<file path="src/rtl/load_throttle.sv">
module load_throttle #(
  parameter int CW = 16,
  parameter int LW = 3
) (
  input  logic          clk,
  input  logic          rst_n,
  input  logic [CW-1:0] win_len,
  input  logic          rsp_vld,
  input  logic [1:0]    rsp_load,
  input  logic          egress_bp,
  input  logic          req_in_vld,
  output logic          req_in_rdy,
  output logic          req_out_vld,
  input  logic          req_out_rdy,
  output logic [LW-1:0] thr_lvl
);
  localparam logic [LW+1:0] TOP = {2'b00, {LW{1'b1}}};
  localparam logic [1:0] LD_LIGHT = 2'd0;
  localparam logic [1:0] LD_OPT   = 2'd1;
  localparam logic [1:0] LD_MOD   = 2'd2;
  localparam logic [1:0] LD_SEV   = 2'd3;

  logic [CW-1:0] wcnt, bpcnt;
  logic [1:0]    wmax, eff;
  logic          seen;
  logic [LW-1:0] lvl, ph, nxt;
  logic [LW+1:0] up;

  wire          bnd      = ({1'b0, wcnt} + (CW+1)'(1)) >= {1'b0, win_len};
  wire [1:0]    mx_now   = (rsp_vld && rsp_load > wmax) ? rsp_load : wmax;
  wire          seen_now = seen | rsp_vld;
  wire [CW:0]   bp_now   = {1'b0, bpcnt} + (CW+1)'(egress_bp);
  wire          bp_hi    = {bp_now, 1'b0} > {2'b00, win_len};
  wire          allow    = ph >= lvl;

  always_comb begin
    eff = seen_now ? mx_now : LD_OPT;
    if (bp_hi && eff < LD_MOD) eff = LD_MOD;
    up = {2'b00, lvl};
    if (eff == LD_SEV) up = up + (LW+2)'(2);
    else if (eff == LD_MOD) up = up + (LW+2)'(1);
    if (eff == LD_LIGHT) nxt = (lvl == '0) ? '0 : lvl - 1'b1;
    else nxt = (up > TOP) ? TOP[LW-1:0] : up[LW-1:0];
  end

  always_ff @(posedge clk) begin
    if (!rst_n) begin
      wcnt  <= '0;
      bpcnt <= '0;
      wmax  <= LD_LIGHT;
      seen  <= 1'b0;
      lvl   <= '0;
      ph    <= '0;
    end else begin
      ph <= ph + 1'b1;
      if (bnd) begin
        wcnt  <= '0;
        bpcnt <= '0;
        wmax  <= LD_LIGHT;
        seen  <= 1'b0;
        lvl   <= nxt;
      end else begin
        wcnt  <= wcnt + 1'b1;
        bpcnt <= bp_now[CW-1:0];
        wmax  <= mx_now;
        seen  <= seen_now;
      end
    end
  end

  assign req_out_vld = req_in_vld & allow;
  assign req_in_rdy  = req_out_rdy & allow;
  assign thr_lvl     = lvl;

  a_r4_moves_only_at_boundary: assert property (@(posedge clk) disable iff (!rst_n)
    !$past(bnd) |-> $stable(thr_lvl));
  a_r2_step_within_range: assert property (@(posedge clk) disable iff (!rst_n)
    (int'(thr_lvl) <= int'($past(thr_lvl)) + 2) && (int'(thr_lvl) + 1 >= int'($past(thr_lvl))));
  a_r9_vld_needs_source: assert property (@(posedge clk) disable iff (!rst_n)
    req_out_vld |-> req_in_vld);
  a_r9_rdy_needs_source: assert property (@(posedge clk) disable iff (!rst_n)
    req_in_rdy |-> req_out_rdy);
  a_r10_open_at_level_zero: assert property (@(posedge clk) disable iff (!rst_n)
    (thr_lvl == '0) |-> (req_out_vld == req_in_vld));
endmodule

</file>
<file path="config.mk">
export PLATFORM = sky130hd
export DESIGN_NAME = load_throttle
export DESIGN_NICKNAME = d
export VERILOG_FILES = /design/src/rtl/load_throttle.sv
export SDC_FILE = /design/constraint.sdc
export NUM_CORES = 1
export LEC_CHECK = 0
export BUFFER_PORTS_ARGS = -buffer_cell sky130_fd_sc_hd__buf_2
export CAP_MARGIN = 20
export CORE_MARGIN = 3
export CORE_UTILIZATION = 56
export CTS_BUF_LIST = sky130_fd_sc_hd__clkbuf_4
export CTS_CLUSTER_DIAMETER = 80
export DETAILED_ROUTE_END_ITERATION = 8
export PLACE_DENSITY = 0.79
export SLEW_MARGIN = 20
export SYNTH_ARGS = -nofsm -noshare
export SYNTH_HDL_FRONTEND = slang
export SYNTH_SLANG_ARGS = --single-unit
</file>
<file path="constraint.sdc">
create_clock -name clk -period 3.5 [get_ports clk]
set_clock_uncertainty 0.2 [all_clocks]
set_input_delay 0.7 -clock clk [delete_from_list [all_inputs] [get_ports clk]]
set_output_delay 0.7 -clock clk [all_outputs]
set_load 0.1 [all_outputs]
</file>
==> Yosys cells after proc, flatten, opt, wreduce, memory -nomap -nowiden <==
Cells that the tools add are included.
{ "classes": {"addsub": 7, "order_cmp": 6, "eq_ne": 2, "muxes": 8, "n_bitwise": 4, "n_reduce_logical": 5} }
{ "ops": {"columns": ["op", "n"], "rows": [
  ["$gt 18x16->1", 1],
  ["$add 16x1->17", 1],
  ["$add 16x1->17 const B", 1],
  ["$ge 17x16->1", 1],
  ["$add 16x1->16 const B", 1],
  ["$mux 3", 3],
  ["$mux 4", 2],
  ["$mux 2", 3],
  ["$gt 5x3->1 const B", 1],
  ["$add 3x1->4 const B", 1],
  ["$add 3x2->4 const B", 1],
  ["$eq 2x2->1 const B", 2],
  ["$add 3x1->3 const B", 1],
  ["$ge 3x3->1", 1],
  ["$logic_not 3->1", 1],
  ["$sub 3x1->3 const B", 1],
  ["$and 1x1->1", 2],
  ["$gt 2x2->1", 1],
  ["$logic_and 1x1->1", 2],
  ["$logic_not 2->1", 1],
  ["$lt 2x2->1 const B", 1],
  ["$reduce_or 2->1", 1],
  ["$not 1->1", 1],
  ["$or 1x1->1", 1]
]} }
{ "totals": {"ff_bits": 41, "in_bits": 24, "output_inout_bits": 5, "wordCells": 38} }

==> Logic depth before layout (Yosys ltp) <==
{ "logic_depth": {"depth_word": 13, "mapped_depth": 15, "depth_no_buf": 15} }

==> Worst setup path before layout <==
Ideal clock, no wire load.
{ "synth_timing": {"kind": "input to register", "start": "in egress_bp", "end": "reg lvl[1], in the netlist thr_lvl[1]", "setup_time_ns": 0.130, "t_arrival_ns": 3.472, "required_time_ns": 3.170, "setup_slack_ns": -0.302, "stages": 15, "n_path_buf": 0, "cell_sequence": "ha_1 ha_1 nand4_1 nor3_1 nand3_1 xnor2_1 ha_1 nand4_1 nor2_1 a31oi_1 a221oi_4 nand2_4 o311a_1 a211oi_1 o31ai_1"} }
{ "synth_between": {"elab_chain_len": 10, "word_cells_on_any_way": 12, "cone_classes": "add/sub (1); order compare (2); eq/ne (2); mux (5); reduce/logical (2)"} }
{ "synth_rtl": {"columns": ["item", "line_no", "text"], "rows": [
  ["start: declaration", "10", "input logic egress_bp,"],
  ["$add 16x1->17 *", "32", "wire [CW:0] bp_now = {1'b0, bpcnt} + (CW+1)'(egress_bp);"],
  ["net bp_now[14]", "32", null],
  ["$gt 18x16->1 *", "33", "wire bp_hi = {bp_now, 1'b0} > {2'b00, win_len};"],
  ["$logic_and 1x1->1 *", "38", "if (bp_hi && eff < LD_MOD) eff = LD_MOD;"],
  ["$mux 2 *", "38", null],
  ["$eq 2x2->1", "41", "else if (eff == LD_MOD) up = up + (LW+2)'(1);"],
  ["$mux 4", "41", null],
  ["$mux 4", "40", "if (eff == LD_SEV) up = up + (LW+2)'(2);"],
  ["$gt 5x3->1", "43", "else nxt = (up > TOP) ? TOP[LW-1:0] : up[LW-1:0];"],
  ["$mux 3", "43", null],
  ["$mux 3 *", "42", "if (eff == LD_LIGHT) nxt = (lvl == '0) ? '0 : lvl - 1'b1;"],
  ["end signal: assignment", "61", "lvl <= nxt;"],
  ["end: declaration", "26", "logic [LW-1:0] lvl, ph, nxt;"]
]} }
Mark *: on every way through the listed nets, which the timed path passes. The rest lies on a longest branch.
A chain may end at the register's enable or synchronous reset.

==> Worst setup path after layout <==
Same ends and word-level chain as after synthesis.

==> summary.md <==
| Metric | Value |
|---|---|
| Nature of the critical path startpoint | input pin |
| Initial DRC count | 137 |
| Pleak | 1.67 nW |
| Antenna Nets Post-Route | 0 |
| Worst skew pair latency | 0.35 ns |
| Yosys reg bits | 41 |
| Post-synth EDFFs | 0 |
| First drt pass iteration count | 4 |
| Post-route cell area | 3430 sq um |
| Drt drc | 0 |
| Initial cell density of the core | 59.7% |
| Total grt overflow | 0 |
| Cell family with most CP delay | compound AO/OA/AOI/OAI gates |
| Row count | 25 |
| CTS tree | built |
| Initial antenna violation count | 0 |
| Cts bufs inserted | 5 |
| Via count | 2503 |
| Crit. End Element | flip-flop |
| Mapped Cells | 331 |
| Async set-reset flop share out of synthesis | 0% |
| Nets | 446 |
| RSZ-0062 raised after global routing | yes |
| Root Driver | clkbuf_4 |
| Worst-margin pin slew | 0.519 ns |
| Via density per instance | 5.64 |
| Final count of hold timing violations | 0 |
| Synth Net Count | 400 |
| Inserted Diodes | 0 |
| Yosys top cell area share | 28.2% |
| HPWL Detailed | 5130 um |
| Htree depth | 2 |
| Crit path buffers/inverters | 1 |
| Area contributors post-synth | dfxtp_1 28%, ha_1 19%, and3_1 6.0% |
| Fmax | 287 MHz |
| Gp weighted congestion | 0.873 |
| First-pass GRT wire length | 10900 um |
| Crit path cell chain | buf_6 > ha_4 > ha_4 > nand4_1 > nor3_4 > nand3_2 > xnor2_2 > ha_1 > nand4_1 > nor2_2 > a31oi_2 > a221oi_4 > nand2_4 > o311a_1 > a211oi_2 > o31ai_1 |
| Tmin final | 3.49 ns |
| Max Cap Violations | 0 |
| Syn Std Cell Area | 2910 sq um |
| CP peak stage delay | 0.35 ns |
| Data arrival time of the critical path | 3.52 ns |
| GRT Total Usage | 22.3% |
| Hold slack | 0.271 ns |
| CP Class | input pin to flip-flop |
| Dominant cell type by area after synthesis | dfxtp_1 |
| Pin count of the biggest net entering global routing | 22 |
| Yosys warns | 0 |
| Clock sinks | 41 |
| Dpl cell area | 3260 sq um |
| Status | completed |
| Slew Viols, Final | 0 |
| Pwr per Cell Area | 261 nW/um^2 |
| Mean post-synth cell area | 8.80 sq um |
| Die Area | 6100 sq um |
| Clk slew on worst S/H paths | 0.11 ns |
| Tightest Hold Check Type | flip-flop to flip-flop |
| DIE HEIGHT | 78.1 um |
| Die width | 78.1 um |
| Port bufs | 28 |
| Final worst path period share | 99.7% |
| CP Max Fanout | 7 |
| Core footprint | 4880 sq um |
| Vias in the first global route | 2430 |
| Peak supply drop | 0.165 mV |
| Main flop type after synthesis | dfxtp_1 |
| Post-Route WL | 6580 um |
| Routed WL per cell | 14.8 um |
| I/O pin cnt | 29 |
| Slew HR | 65.4% |
| Final setup vio count | 0 |
| Layout area overhead | 17.8% |
| Synth cell types | 48 |
| Share of cells above drive strength 1 | 22.3% |
| Seq/Total Area, Yosys | 28.2% |
| WP data required | 3.53 ns |
| Clock Path Buffers | 2 |
| Slowest stage cell on the critical path | a221oi_4 |
[metrics by stage]
stage               power (mW)  instances  TNS [ns]  worst slack, ns  utilization, %
finish                   0.896        444         0           0.0110            70.3
detailed placement       0.666        436    -0.974           -0.360            66.9
global placement         0.659        436    -0.779           -0.274            66.9
CTS                      0.895        443         0           0.0142            68.0
global route             0.947        444    -0.457           -0.211            70.3
floorplan                0.613        331    -0.176          -0.0892               -
[Yosys cell counts, types with 2 or more instances]
cell type and n:
nor4_1 3, o21ai_1 2, xor2_1 9, dfxtp_1 41, a211o_1 2, a21oi_1 11, and2_1 5, nor2b_1 12
a221oi_4 2, clkbuf_1 6, nor2_1 22, nand2_1 19, and4_1 2, nand2b_1 3, xnor2_1 20, mux2i_1 3
o21ai_0 4, inv_1 29, nor3_1 2, a21o_1 4, nand4_1 12, and3_1 28, nand3_1 17, ha_1 45
a2111oi_0 2, a31oi_1 2, a211oi_1 3
[logic make-up (layout without fill, tap and decap cells)]
| kind of cell | after synthesis | count (layout) | share of synthesized area, % |
|---|---|---|---|
| and+or+nand+nor | 133 | 133 | 25.4 |
| adders and majority gates | 45 | 45 | 19.3 |
| AOI/OAI and AO/OA | 43 | 43 | 11.9 |
| DFF | 41 | 41 | 28.2 |
| buffers and inverters | 35 | 81 | 4.51 |
| xor gates and xnor gates | 29 | 29 | 8.72 |
| muxes | 5 | 5 | 1.93 |
[power breakdown]
group | internal (mW) | leakage (nW) | total, mW | switching [mW]
logic | 0.0748 | 1.31 | 0.182 | 0.108
registers | 0.477 | 0.332 | 0.486 | 0.00851
clock network | 0.0808 | 0.0292 | 0.228 | 0.147
[metal layers]
layer,wire (um),vias up,global-route usage [%]
li1,-,1268,-
met1,2980,1179,28.2
met2,3230,45,38.4
met3,215,11,3.44
met4,152,0,7.87
met5,0,-,0
[worst paths after layout]
path	depth (start not counted)	end	slack, ns	from
setup / recovery	16	thr_lvl[1]	0.01	egress_bp
hold / removal	1	ph[0]	0.27	ph[0]
setup reg to reg	15	thr_lvl[1]	0.05	bpcnt[0]
hold reg to reg	1	ph[0]	0.27	ph[0]
[cell type report]
class | count | area (sq um)
timing repair buffer | 45 | 274
tap | 67 | 83.8
fill | 398 | 1450
inverter | 29 | 109
sequential | 41 | 821
clock inverter | 1 | 3.75
multi-input combinational | 255 | 2090
clock buffer | 6 | 45.0
[state kept, by name (all words and copies together) (netlist names)]
name,flops
bpcnt,16
ph,3
seen,1
thr_lvl,3
wcnt,16
wmax,2
[cell usage in the layout (no fill, tap or decap), drive strengths merged, types with 4 or more instances in the layout]
cell    synthesis  final
xor2            9      9
nand2          21     21
dfxtp          41     41
clkbuf          6      6
nand3          17     17
and2            5      5
a21oi          12     12
nor2           22     22
nand4          13     13
a21o            4      4
a211oi          4      4
o21ai           6      6
and3           28     28
nor2b          13     13
inv            29     29
nor4            4      4
xnor2          20     20
buf             0     45
ha             45     45
[what timing repair did]
action	4_1_cts	5_1_grt
hold buffers	0	0
resized for setup	1	21
endpoints found under the setup margin	2	32
setup buffers	0	1
pin swaps	1	7
Note: power is estimated with default switching activity, not from simulation.
